$ cat src/rtl/wb8_pkg.sv
`timescale 1ns/1ps
package wb8_pkg;
  localparam int REM_W = 5;

  typedef enum logic [1:0] {
    ST_IDLE = 2'd0,
    ST_CMD  = 2'd1,
    ST_BEAT = 2'd2,
    ST_STOP = 2'd3
  } wb8_st_e;

  function automatic logic [REM_W-1:0] len_beats(input logic [1:0] code);
    case (code)
      2'd0:    len_beats = 5'd1;
      2'd1:    len_beats = 5'd4;
      2'd2:    len_beats = 5'd8;
      default: len_beats = 5'd16;
    endcase
  endfunction
endpackage

$ cat src/rtl/wb8_chunk.sv
`timescale 1ns/1ps
module wb8_chunk #(
  parameter int COL_W = 14
) (
  input  logic [COL_W-1:0]        col_i,
  input  logic [wb8_pkg::REM_W-1:0] rem_i,
  input  logic [2:0]              slot_i,
  output logic [3:0]              n_o,
  output logic                    more_o,
  output logic [COL_W-1:0]        next_col_o,
  output logic [COL_W-1:0]        slot_col_o
);
  localparam int GRP_W = COL_W - 3;

  logic [3:0] room;
  logic [2:0] slot_off;

  assign room = 4'd8 - {1'b0, col_i[2:0]};

  always_comb begin
    if (rem_i < {1'b0, room}) n_o = rem_i[3:0];
    else                      n_o = room;
  end

  assign more_o     = rem_i > {1'b0, n_o};
  assign next_col_o = {col_i[COL_W-1:3] + {{(GRP_W-1){1'b0}}, 1'b1}, 3'b000};
  assign slot_off   = col_i[2:0] + slot_i;
  assign slot_col_o = {col_i[COL_W-1:3], slot_off};
endmodule

$ cat src/rtl/wb8_seq.sv
`timescale 1ns/1ps
module wb8_seq
  import wb8_pkg::*;
#(
  parameter int COL_W = 14
) (
  input  logic             clk_i,
  input  logic             rst_ni,
  input  logic             req_i,
  input  logic [COL_W-1:0] req_col_i,
  input  logic [1:0]       req_len_i,
  input  logic             ddr_i,
  input  logic [3:0]       n_i,
  input  logic             more_i,
  input  logic [COL_W-1:0] next_col_i,
  output wb8_st_e          st_o,
  output logic             ddr_o,
  output logic [COL_W-1:0] col_o,
  output logic [REM_W-1:0] rem_o,
  output logic [2:0]       slot_o
);
  wb8_st_e          st_q;
  logic             ddr_q;
  logic [COL_W-1:0] col_q;
  logic [REM_W-1:0] rem_q;
  logic [2:0]       slot_q;
  logic             last_slot;

  // last data-carrying slot of the current chunk
  assign last_slot = ddr_q ? (slot_q == 3'd7)
                           : ({1'b0, slot_q} == (n_i - 4'd1));

  always_ff @(posedge clk_i or negedge rst_ni) begin
    if (!rst_ni) begin
      st_q   <= ST_IDLE;
      ddr_q  <= 1'b0;
      col_q  <= '0;
      rem_q  <= '0;
      slot_q <= '0;
    end else begin
      case (st_q)
        ST_IDLE: if (req_i) begin
          col_q  <= req_col_i;
          rem_q  <= len_beats(req_len_i);
          ddr_q  <= ddr_i;
          slot_q <= '0;
          st_q   <= ddr_i ? ST_CMD : ST_BEAT;
        end
        ST_CMD: begin
          slot_q <= '0;
          st_q   <= ST_BEAT;
        end
        ST_BEAT: begin
          if (!last_slot) begin
            slot_q <= slot_q + 3'd1;
          end else if (!ddr_q && n_i != 4'd8) begin
            st_q <= ST_STOP;
          end else if (more_i) begin
            col_q  <= next_col_i;
            rem_q  <= rem_q - {1'b0, n_i};
            slot_q <= '0;
          end else begin
            st_q <= ST_IDLE;
          end
        end
        default: begin
          if (more_i) begin
            col_q  <= next_col_i;
            rem_q  <= rem_q - {1'b0, n_i};
            slot_q <= '0;
            st_q   <= ST_BEAT;
          end else begin
            st_q <= ST_IDLE;
          end
        end
      endcase
    end
  end

  assign st_o   = st_q;
  assign ddr_o  = ddr_q;
  assign col_o  = col_q;
  assign rem_o  = rem_q;
  assign slot_o = slot_q;

  assert_accept_R2: assert property (@(posedge clk_i) disable iff (!rst_ni)
    (st_q == ST_IDLE && req_i) |=> (st_q != ST_IDLE));

  assert_mode_hold_R2: assert property (@(posedge clk_i) disable iff (!rst_ni)
    (st_q != ST_IDLE && req_i) |=> $stable(ddr_q));

  assert_chunk_align_R3: assert property (@(posedge clk_i) disable iff (!rst_ni)
    (st_q != ST_IDLE) |=> ($stable(col_q) || col_q[2:0] == 3'b000));

  assert_rem_drop_R3: assert property (@(posedge clk_i) disable iff (!rst_ni)
    (st_q != ST_IDLE) |=> (rem_q <= $past(rem_q)));
endmodule

$ cat src/rtl/wb8_beat_out.sv
`timescale 1ns/1ps
module wb8_beat_out
  import wb8_pkg::*;
#(
  parameter int COL_W = 14
) (
  input  logic             clk_i,
  input  logic             rst_ni,
  input  wb8_st_e          st_i,
  input  logic             ddr_i,
  input  logic [2:0]       slot_i,
  input  logic [3:0]       n_i,
  input  logic             more_i,
  input  logic [COL_W-1:0] col_i,
  input  logic [COL_W-1:0] next_col_i,
  input  logic [COL_W-1:0] slot_col_i,
  output logic             busy_o,
  output logic             cmd_wr_o,
  output logic [COL_W-1:0] cmd_col_o,
  output logic             cmd_bst_o,
  output logic             beat_act_o,
  output logic             beat_use_o,
  output logic             beat_dm_o,
  output logic [COL_W-1:0] beat_col_o
);
  logic in_beat, use_w;

  assign busy_o    = (st_i != ST_IDLE);
  assign in_beat   = (st_i == ST_BEAT);
  assign use_w     = in_beat && ({1'b0, slot_i} < n_i);
  assign beat_use_o = use_w;
  assign beat_act_o = in_beat && (ddr_i || use_w);
  assign beat_dm_o  = in_beat && ddr_i && !use_w;
  assign beat_col_o = beat_act_o ? slot_col_i : '0;
  assign cmd_bst_o  = (st_i == ST_STOP);

  always_comb begin
    cmd_wr_o  = 1'b0;
    cmd_col_o = '0;
    if (st_i == ST_CMD) begin
      cmd_wr_o  = 1'b1;
      cmd_col_o = col_i;
    end else if (in_beat && !ddr_i && slot_i == 3'd0) begin
      cmd_wr_o  = 1'b1;
      cmd_col_o = col_i;
    end else if (in_beat && ddr_i && slot_i == 3'd7 && more_i) begin
      // next WRITE overlaps the final slot of the previous burst
      cmd_wr_o  = 1'b1;
      cmd_col_o = next_col_i;
    end
  end

  assert_dm_R7: assert property (@(posedge clk_i) disable iff (!rst_ni)
    beat_dm_o |-> (beat_act_o && !beat_use_o && ddr_i));

  assert_bst_R8: assert property (@(posedge clk_i) disable iff (!rst_ni)
    cmd_bst_o |-> (!ddr_i && !beat_act_o && !cmd_wr_o));

  assert_sdr_cmd_R8: assert property (@(posedge clk_i) disable iff (!rst_ni)
    (cmd_wr_o && !ddr_i) |-> beat_use_o);

  assert_ddr_lead_R6: assert property (@(posedge clk_i) disable iff (!rst_ni)
    (cmd_wr_o && ddr_i && !beat_act_o) |=> (beat_act_o && beat_col_o == $past(cmd_col_o)));

  assert_bst_after_R8: assert property (@(posedge clk_i) disable iff (!rst_ni)
    cmd_bst_o |=> (cmd_wr_o || !busy_o));
endmodule

$ cat src/rtl/wb8_write_split.sv
`timescale 1ns/1ps
module wb8_write_split
  import wb8_pkg::*;
#(
  parameter int COL_W = 14
) (
  input  logic             clk_i,
  input  logic             rst_ni,
  input  logic             req_i,
  input  logic [COL_W-1:0] req_col_i,
  input  logic [1:0]       req_len_i,
  input  logic             ddr_i,
  output logic             busy_o,
  output logic             cmd_wr_o,
  output logic [COL_W-1:0] cmd_col_o,
  output logic             cmd_bst_o,
  output logic             beat_act_o,
  output logic             beat_use_o,
  output logic             beat_dm_o,
  output logic [COL_W-1:0] beat_col_o
);
  wb8_st_e          st;
  logic             ddr_q;
  logic [COL_W-1:0] col_q, next_col, slot_col;
  logic [REM_W-1:0] rem_q;
  logic [2:0]       slot_q;
  logic [3:0]       n;
  logic             more;

  wb8_chunk #(.COL_W(COL_W)) u_chunk (
    .col_i      (col_q),
    .rem_i      (rem_q),
    .slot_i     (slot_q),
    .n_o        (n),
    .more_o     (more),
    .next_col_o (next_col),
    .slot_col_o (slot_col)
  );

  wb8_seq #(.COL_W(COL_W)) u_seq (
    .clk_i      (clk_i),
    .rst_ni     (rst_ni),
    .req_i      (req_i),
    .req_col_i  (req_col_i),
    .req_len_i  (req_len_i),
    .ddr_i      (ddr_i),
    .n_i        (n),
    .more_i     (more),
    .next_col_i (next_col),
    .st_o       (st),
    .ddr_o      (ddr_q),
    .col_o      (col_q),
    .rem_o      (rem_q),
    .slot_o     (slot_q)
  );

  wb8_beat_out #(.COL_W(COL_W)) u_out (
    .clk_i      (clk_i),
    .rst_ni     (rst_ni),
    .st_i       (st),
    .ddr_i      (ddr_q),
    .slot_i     (slot_q),
    .n_i        (n),
    .more_i     (more),
    .col_i      (col_q),
    .next_col_i (next_col),
    .slot_col_i (slot_col),
    .busy_o     (busy_o),
    .cmd_wr_o   (cmd_wr_o),
    .cmd_col_o  (cmd_col_o),
    .cmd_bst_o  (cmd_bst_o),
    .beat_act_o (beat_act_o),
    .beat_use_o (beat_use_o),
    .beat_dm_o  (beat_dm_o),
    .beat_col_o (beat_col_o)
  );
endmodule

$ cat config.mk
export PLATFORM = sky130hd
export DESIGN_NAME = wb8_write_split
export DESIGN_NICKNAME = d
export VERILOG_FILES = /design/src/rtl/wb8_pkg.sv /design/src/rtl/wb8_chunk.sv /design/src/rtl/wb8_seq.sv /design/src/rtl/wb8_beat_out.sv /design/src/rtl/wb8_write_split.sv
export SDC_FILE = /design/constraint.sdc
export NUM_CORES = 1
export LEC_CHECK = 0
export ABC_AREA = 1
export CAP_MARGIN = 20
export CORE_MARGIN = 1
export CORE_UTILIZATION = 40
export DETAILED_ROUTE_END_ITERATION = 8
export GPL_ROUTABILITY_DRIVEN = 1
export PLACE_DENSITY_LB_ADDON = 0.08
export REMOVE_ABC_BUFFERS = 1
export SYNTH_ARGS = -nofsm -noshare
export SYNTH_HDL_FRONTEND = slang
export SYNTH_SLANG_ARGS = --single-unit
$ cat constraint.sdc
create_clock -name clk_i -period 4.7 [get_ports clk_i]
set_input_delay 0.94 -clock clk_i [delete_from_list [all_inputs] [get_ports clk_i]]
set_output_delay 0.94 -clock clk_i [all_outputs]
set_load 0.01 [all_outputs]
==> results.toml, run 1 <==
[clock_tree]
cts_buffers = 3
clockBufferDepth = 2
clock_latency_ps = 280
clkSlewWorstSetupHoldPaths_ps = 90
cts_root_buf = "clkbuf_8"
ctsHoldBuffers = 0
cts_sinks = 25
cts_tree = "built"
htree_levels = 1

[layout]
area.growth.synth_to_final_pct = 30.2
fin_cells = 507
final_util_pct = 55.1
antenna_cells = 0
final_nets = 466
num-fill-cells = 615
drive_above_1_share_pct = 19.4

[logic_synthesis]
synthTopCellsByArea = "dfrtp_1 (25%), nand2_1 (12%), inv_1 (7.8%)"
synth_top_area_share_pct = 24.5
synth.yosys.seq_area_share_pct = 24.5
syn_area_um2 = 2550
synthCells = 369
synth_edf_count = 0
synth_warnings = 0
syn_area_per_cell_um2 = 6.91
synth-seq-cells = 25
yosysUniqueCellTypes = 40
synthArstFlopShare_pct = 100
synth_ff_type = "dfrtp_1"
yosys.area.top_type = "dfrtp_1"

[timing]
period_needed_ps = 4440
final-setup-viol-count = 0
skew_ps = 2.93
setup_ws_ps = 256
post-route-period-util_pct = 94.6
slew_headroom_pct = 54.7
hold_violations = 0
clock.fmax_mhz = 225
finalMaxSlewViolations = 0
tightest_slew_ps = 680

[worst_setup_path]
ff2ff_setup_slack_ps = 1220
crit_type = "register to output port"
r2r-start = "u_seq.col_o[0]"
crit_buf_inv = 6
critPathMaxStageDelay_ps = 380
cp_common_cell = "nand2_4"
slowest_stage = "dfrtp_1"
crit_chain = "inv_2 > ha_4 > inv_2 > ha_1 > a21oi_2 > nand2_2 > nand2_4 > nand2_4 > nand2_4 > nand2_4 > ha_1 > buf_4 > nand2_1 > nor3_1 > nand2_1 > nand2_4 > nor3_4 > buf_4 > buf_4 > nand2_1 > o21ai_0 > dlygate4sd2_1"
critPathArrivalTime_ps = 3500
startpoint = "u_seq.col_o[0]"
ff2ff_path_depth = 20
critPathTopFamily = "simple AND/OR/NAND/NOR gates"
r2r-end = "u_seq.col_o[4]"
start_kind = "register"
cp_max_fo = 7
timing.critical_path.required_ps = 3760
cp-end-kind = "output port"

[global_routing]
gr-total-overflow = 0
grt_pass1_vias = 2436
grt_max_degree = 26
grt_pass1_wl_um = 10900
grt_usage_pct = 21.3
grt_antenna_before_repair = 0

[power]
p_leak_uw = 0.00187
pwr_density_cell_nw_per_um2 = 846
vdd_ir_drop_max_uv = 401

[floorplanning]
die_x_um = 81.8
core_um2 = 6030
num_rows = 28
start_util_pct = 42.3
pin_count = 54
dieArea_um2 = 6700
die_h_um = 81.8

[worst_hold_path]
holdCritStartpoint = "u_seq.col_o[13]"
hold_class = "register to register"
holdPathEnd = "u_seq.col_o[13]"
hold_path_depth = 2

[placement]
pre_cts_ws_ps = 97.2
io_buffers = 53
hpwl_um = 4990
dp.cells = 497
globalplace.congestion = 0.874

[routing]
num_vias = 2478
route.detailed.drc = 0
via_per_inst = 4.89
post_drt_wl_per_cell_um = 12.7
drtIter0Drc = 64
drt_wl_total_um = 6440
ant_nets = 0
first_pass_iters = 4

[job]
drv_cap = 0

[outcome]
status = "complete, no violations"
state kept, by name, summed over array words and instances (netlist names):
signal / count
u_seq.col_o: 14
u_seq.slot_o: 3
u_seq.rem_o: 5
u_seq.ddr_o: 1
u_seq.st_o: 2
power breakdown:
group          switching, uW  internal, uW
logic                   1350           912
registers                109           301
clock network           75.1          60.9
total                   1530          1270
placed cells by master, fill, tap and decap left out, types with 2 or more instances in the layout:
cell / count
a21oi_1: 3
o21ai_0: 18
o21ai_2: 12
inv_1: 48
buf_4: 16
dlygate4sd2_1: 10
nor2_1: 38
nand2_1: 79
dlymetal6s2s_1: 15
o22ai_1: 5
ha_1: 11
o21ai_1: 8
mux2i_1: 4
nand3b_1: 2
dfrtp_1: 25
inv_2: 8
nand2_2: 24
xor2_1: 11
clkbuf_8: 3
xnor2_1: 2
clkdlybuf4s50_1: 27
nand4_1: 5
nor3_1: 3
nand3_1: 23
nand2_4: 6
nand3_2: 7
per-layer routing:
layer	vias up	global-route usage (%)	part of all wire (%)
li1	1302	-	-
met1	1112	27.8	49
met2	53	35.6	45
met3	11	3.44	4.1
met4	0	7.02	1.6
met5	-	0	0
synth_stat cells (all sizes together), types with 2 or more instances:
library cell and instances:
nand4 5, ha 12, clkbuf 6, buf 5, a21oi 4, mux2i 4
nand3b 2, nand3 31, xnor2 2, o22ai 5, nor2 40, dfrtp 25
inv 57, nor3 4, nand2 109, xor2 11, o21ai 38
cell families (layout without fill, tap and decap cells):
group / after synthesis / after routing / share of synthesized area (%)
AO/OA/AOI/OAI: 54 / 54 / 13.5
XOR/XNOR: 13 / 13 / 4.47
adder cells (fa/ha/maj): 13 / 13 / 6.68
multiplexers: 4 / 4 / 1.57
flip-flops: 25 / 25 / 24.5
AND/OR/NAND/NOR: 192 / 192 / 37.7
buffers and inverters: 68 / 131 / 11.6
cell type report:
class | instances | area, um2 | area share [%]
Clock buffer | 4 | 45.0 | 1.36
Inverter | 57 | 218 | 6.56
Multi-Input combinational cell | 276 | 1640 | 49.5
Sequential cell | 25 | 626 | 18.8
Tap cell | 75 | 93.8 | 2.83
Timing Repair Buffer | 70 | 696 | 21.0
through the flow:
stage	setup TNS (ps)	hold slack, ps	instance area [um2]	power, uW
after floorplan	0	461	2470	1950
after global placement	0	473	3170	2620
after detailed placement	0	501	3170	2630
after CTS	0	525	3260	2840
after global routing	-0.707	545	3320	3110
final	0	522	3320	2810
worst min-delay path: stages, from the launching register on:
cell and delay (ps):
dfrtp_1 380, nand2_2 60, o21ai_2 50
worst max-delay path by stage:
stage,endpoint,slack [ps],cells after the start
after floorplan,cmd_col_o[10],660,19
after global placement,cmd_col_o[13],180,20
after detailed placement,cmd_col_o[8],100,19
after CTS,beat_col_o[2],20,20
after global routing,cmd_col_o[3],-0.7,22
final,cmd_col_o[3],260,22
repair_timing:
item / CTS / global route
pin swaps: 2 / 3
endpoints found under the setup margin: 26 / 22
cloned: 0 / 0
gates resized for setup: 15 / 20
buffers inserted: 4 / 2
Power figures use the tool's default switching activity.
==> run 2, diff against run 1 <==
--- a/config.mk
+++ b/config.mk
@@ -16,3 +16,4 @@
 export SYNTH_ARGS = -nofsm -noshare
 export SYNTH_HDL_FRONTEND = slang
 export SYNTH_SLANG_ARGS = --single-unit
+export TNS_END_PERCENT = 30
==> results.toml, run 2 (synthesis results as in run 1) <==
[timing]
skew_ps = 3.09
fin_tns_setup_ps = 0
clock.fmax_mhz = 224
final-setup-viol-count = 0
slew_headroom_pct = 55.0
tightest_slew_ps = 676
post-route-period-util_pct = 95.1
hold_violations = 0
grt_setup_unrepaired = "yes"
finalMaxSlewViolations = 0
period_needed_ps = 4470

[clock_tree]
clockBufferDepth = 2
cts_tree = "built"
cts_buffers = 3
clkSlewWorstSetupHoldPaths_ps = 100
htree_levels = 1
cts_sinks = 25
cts_root_buf = "clkbuf_8"
clock_latency_ps = 280

[layout]
area.growth.synth_to_final_pct = 29.9
antenna_cells = 0
fin_cells = 507
final_util_pct = 54.9
num-fill-cells = 615
stdcell_area_um2 = 3310
drive_above_1_share_pct = 19.4
largest_reg_flops = 14
final_nets = 466
layout_common_cells = "nand2_1 (79), inv_1 (48), nor2_1 (38), clkdlybuf4s50_1 (27), dfrtp_1 (25)"
mostFrequentLayoutCell = "nand2_1"

[routing]
via_per_inst = 4.95
post_drt_wl_per_cell_um = 13.1
route.detailed.drc = 0
drt_wl_total_um = 6640
drtIter0Drc = 70
ant_nets = 0
num_vias = 2510
first_pass_iters = 4

[worst_setup_path]
critPathArrivalTime_ps = 3530
timing.critical_path.required_ps = 3760
cp_max_fo = 10
start_kind = "register"
crit_type = "register to output port"
cp-end-kind = "output port"

[floorplanning]
core_um2 = 6030
die_h_um = 81.8
die_x_um = 81.8
num_rows = 28
pin_count = 54
dieArea_um2 = 6700
start_util_pct = 42.3

[power]
p_clk_share_pct = 4.9
seqPwrFrac_pct = 14.4
pwr_density_cell_nw_per_um2 = 858
vdd_ir_drop_max_uv = 407
intPower_uw = 1270
power_switching_uw = 1570
p_leak_uw = 0.00187
switching_share_pct = 55.2
combPwrFrac_pct = 80.7

[global_routing]
gr-total-overflow = 0
grt_pass1_vias = 2428
grt_usage_pct = 21.2
grt_antenna_before_repair = 0
grt_max_degree = 26
grt_pass1_wl_um = 10800

[placement]
globalplace.congestion = 0.874
placed_area_um2 = 3170
hpwl_um = 4990
dp.cells = 497
io_buffers = 53

[worst_hold_path]
hold_class = "register to register"

[job]
drv_cap = 0

[outcome]
status = "complete, no violations"
==> run 2: final timing paths <==
kind                                 start              end  slack (ps)  depth (start not counted)
setup / recovery            u_seq.col_o[0]    beat_col_o[3]         230                         21
hold / removal             u_seq.col_o[13]  u_seq.col_o[13]         520                          2
setup reg to reg            u_seq.col_o[0]   u_seq.col_o[4]        1220                         20
hold reg to reg            u_seq.col_o[13]  u_seq.col_o[13]         520                          2
max in group asynchronous           rst_ni   u_seq.col_o[8]        3430                          2
min in group asynchronous           rst_ni   u_seq.col_o[3]        1020                          2
==> run 2: power by group through the flow <==
stage,logic (uW),registers (uW),clock network (uW)
6_report,2290,410,138
5_1_grt,2570,423,150
4_1_cts,2230,408,142
3_5_place_dp,2210,413,0
3_3_place_gp,2210,411,0
2_1_floorplan,1570,383,0
==> run 2: metrics by stage <==
step                      setup WS, ps  hold WS, ps  total power (uW)
final                              232          519              2840
after global routing             -43.4          545              3140
after CTS                        -12.8          525              2780
after detailed placement          97.2          501              2630
after global placement             180          473              2620
after floorplan                    662          461              1950
==> run 2: critical path, stage by stage, from the launching register on <==
cell,delay (ps)
dfrtp_1,380
inv_2,80
ha_4,290
inv_2,60
ha_1,280
a21oi_2,150
nand2_2,70
nand2_4,110
nand2_4,70
buf_4,180
nand2_2,70
nand2_1,60
nand2_1,120
o21ai_0,110
o21bai_1,250
nand2_1,150
nand2_4,120
clkinvlp_4,170
buf_4,180
buf_4,120
nor2_1,70
dlymetal6s2s_1,160
==> run 2: timing repair <==
action,4_1_cts,5_1_grt
gates resized for setup,13,22
setup endpoints to repair,26,26
hold endpoints to repair,0,0
gates cloned,0,1
hold buffers,0,0
pin swaps,1,3
buffers inserted,2,3
==> run 2: area by class of cell <==
cell class                 count  area (um2)  area share [%]
multi-input combinational    276        1650            49.7
clock buffer                   4        45.0            1.36
inverter                      57         218            6.58
sequential                    25         626            18.9
tap                           75        93.8            2.83
timing repair buffer          69         674            20.4
timing repair inverter         1        7.51           0.227
==> run 2: per-layer routing <==
metal | share of wire, % | up-vias | track usage [%]
met3 | 4.6 | 15 | 3.44
met1 | 48 | 1124 | 27.7
met2 | 45 | 67 | 35.7
met4 | 1.7 | 0 | 6.32
met5 | 0 | - | 0
li1 | - | 1304 | -
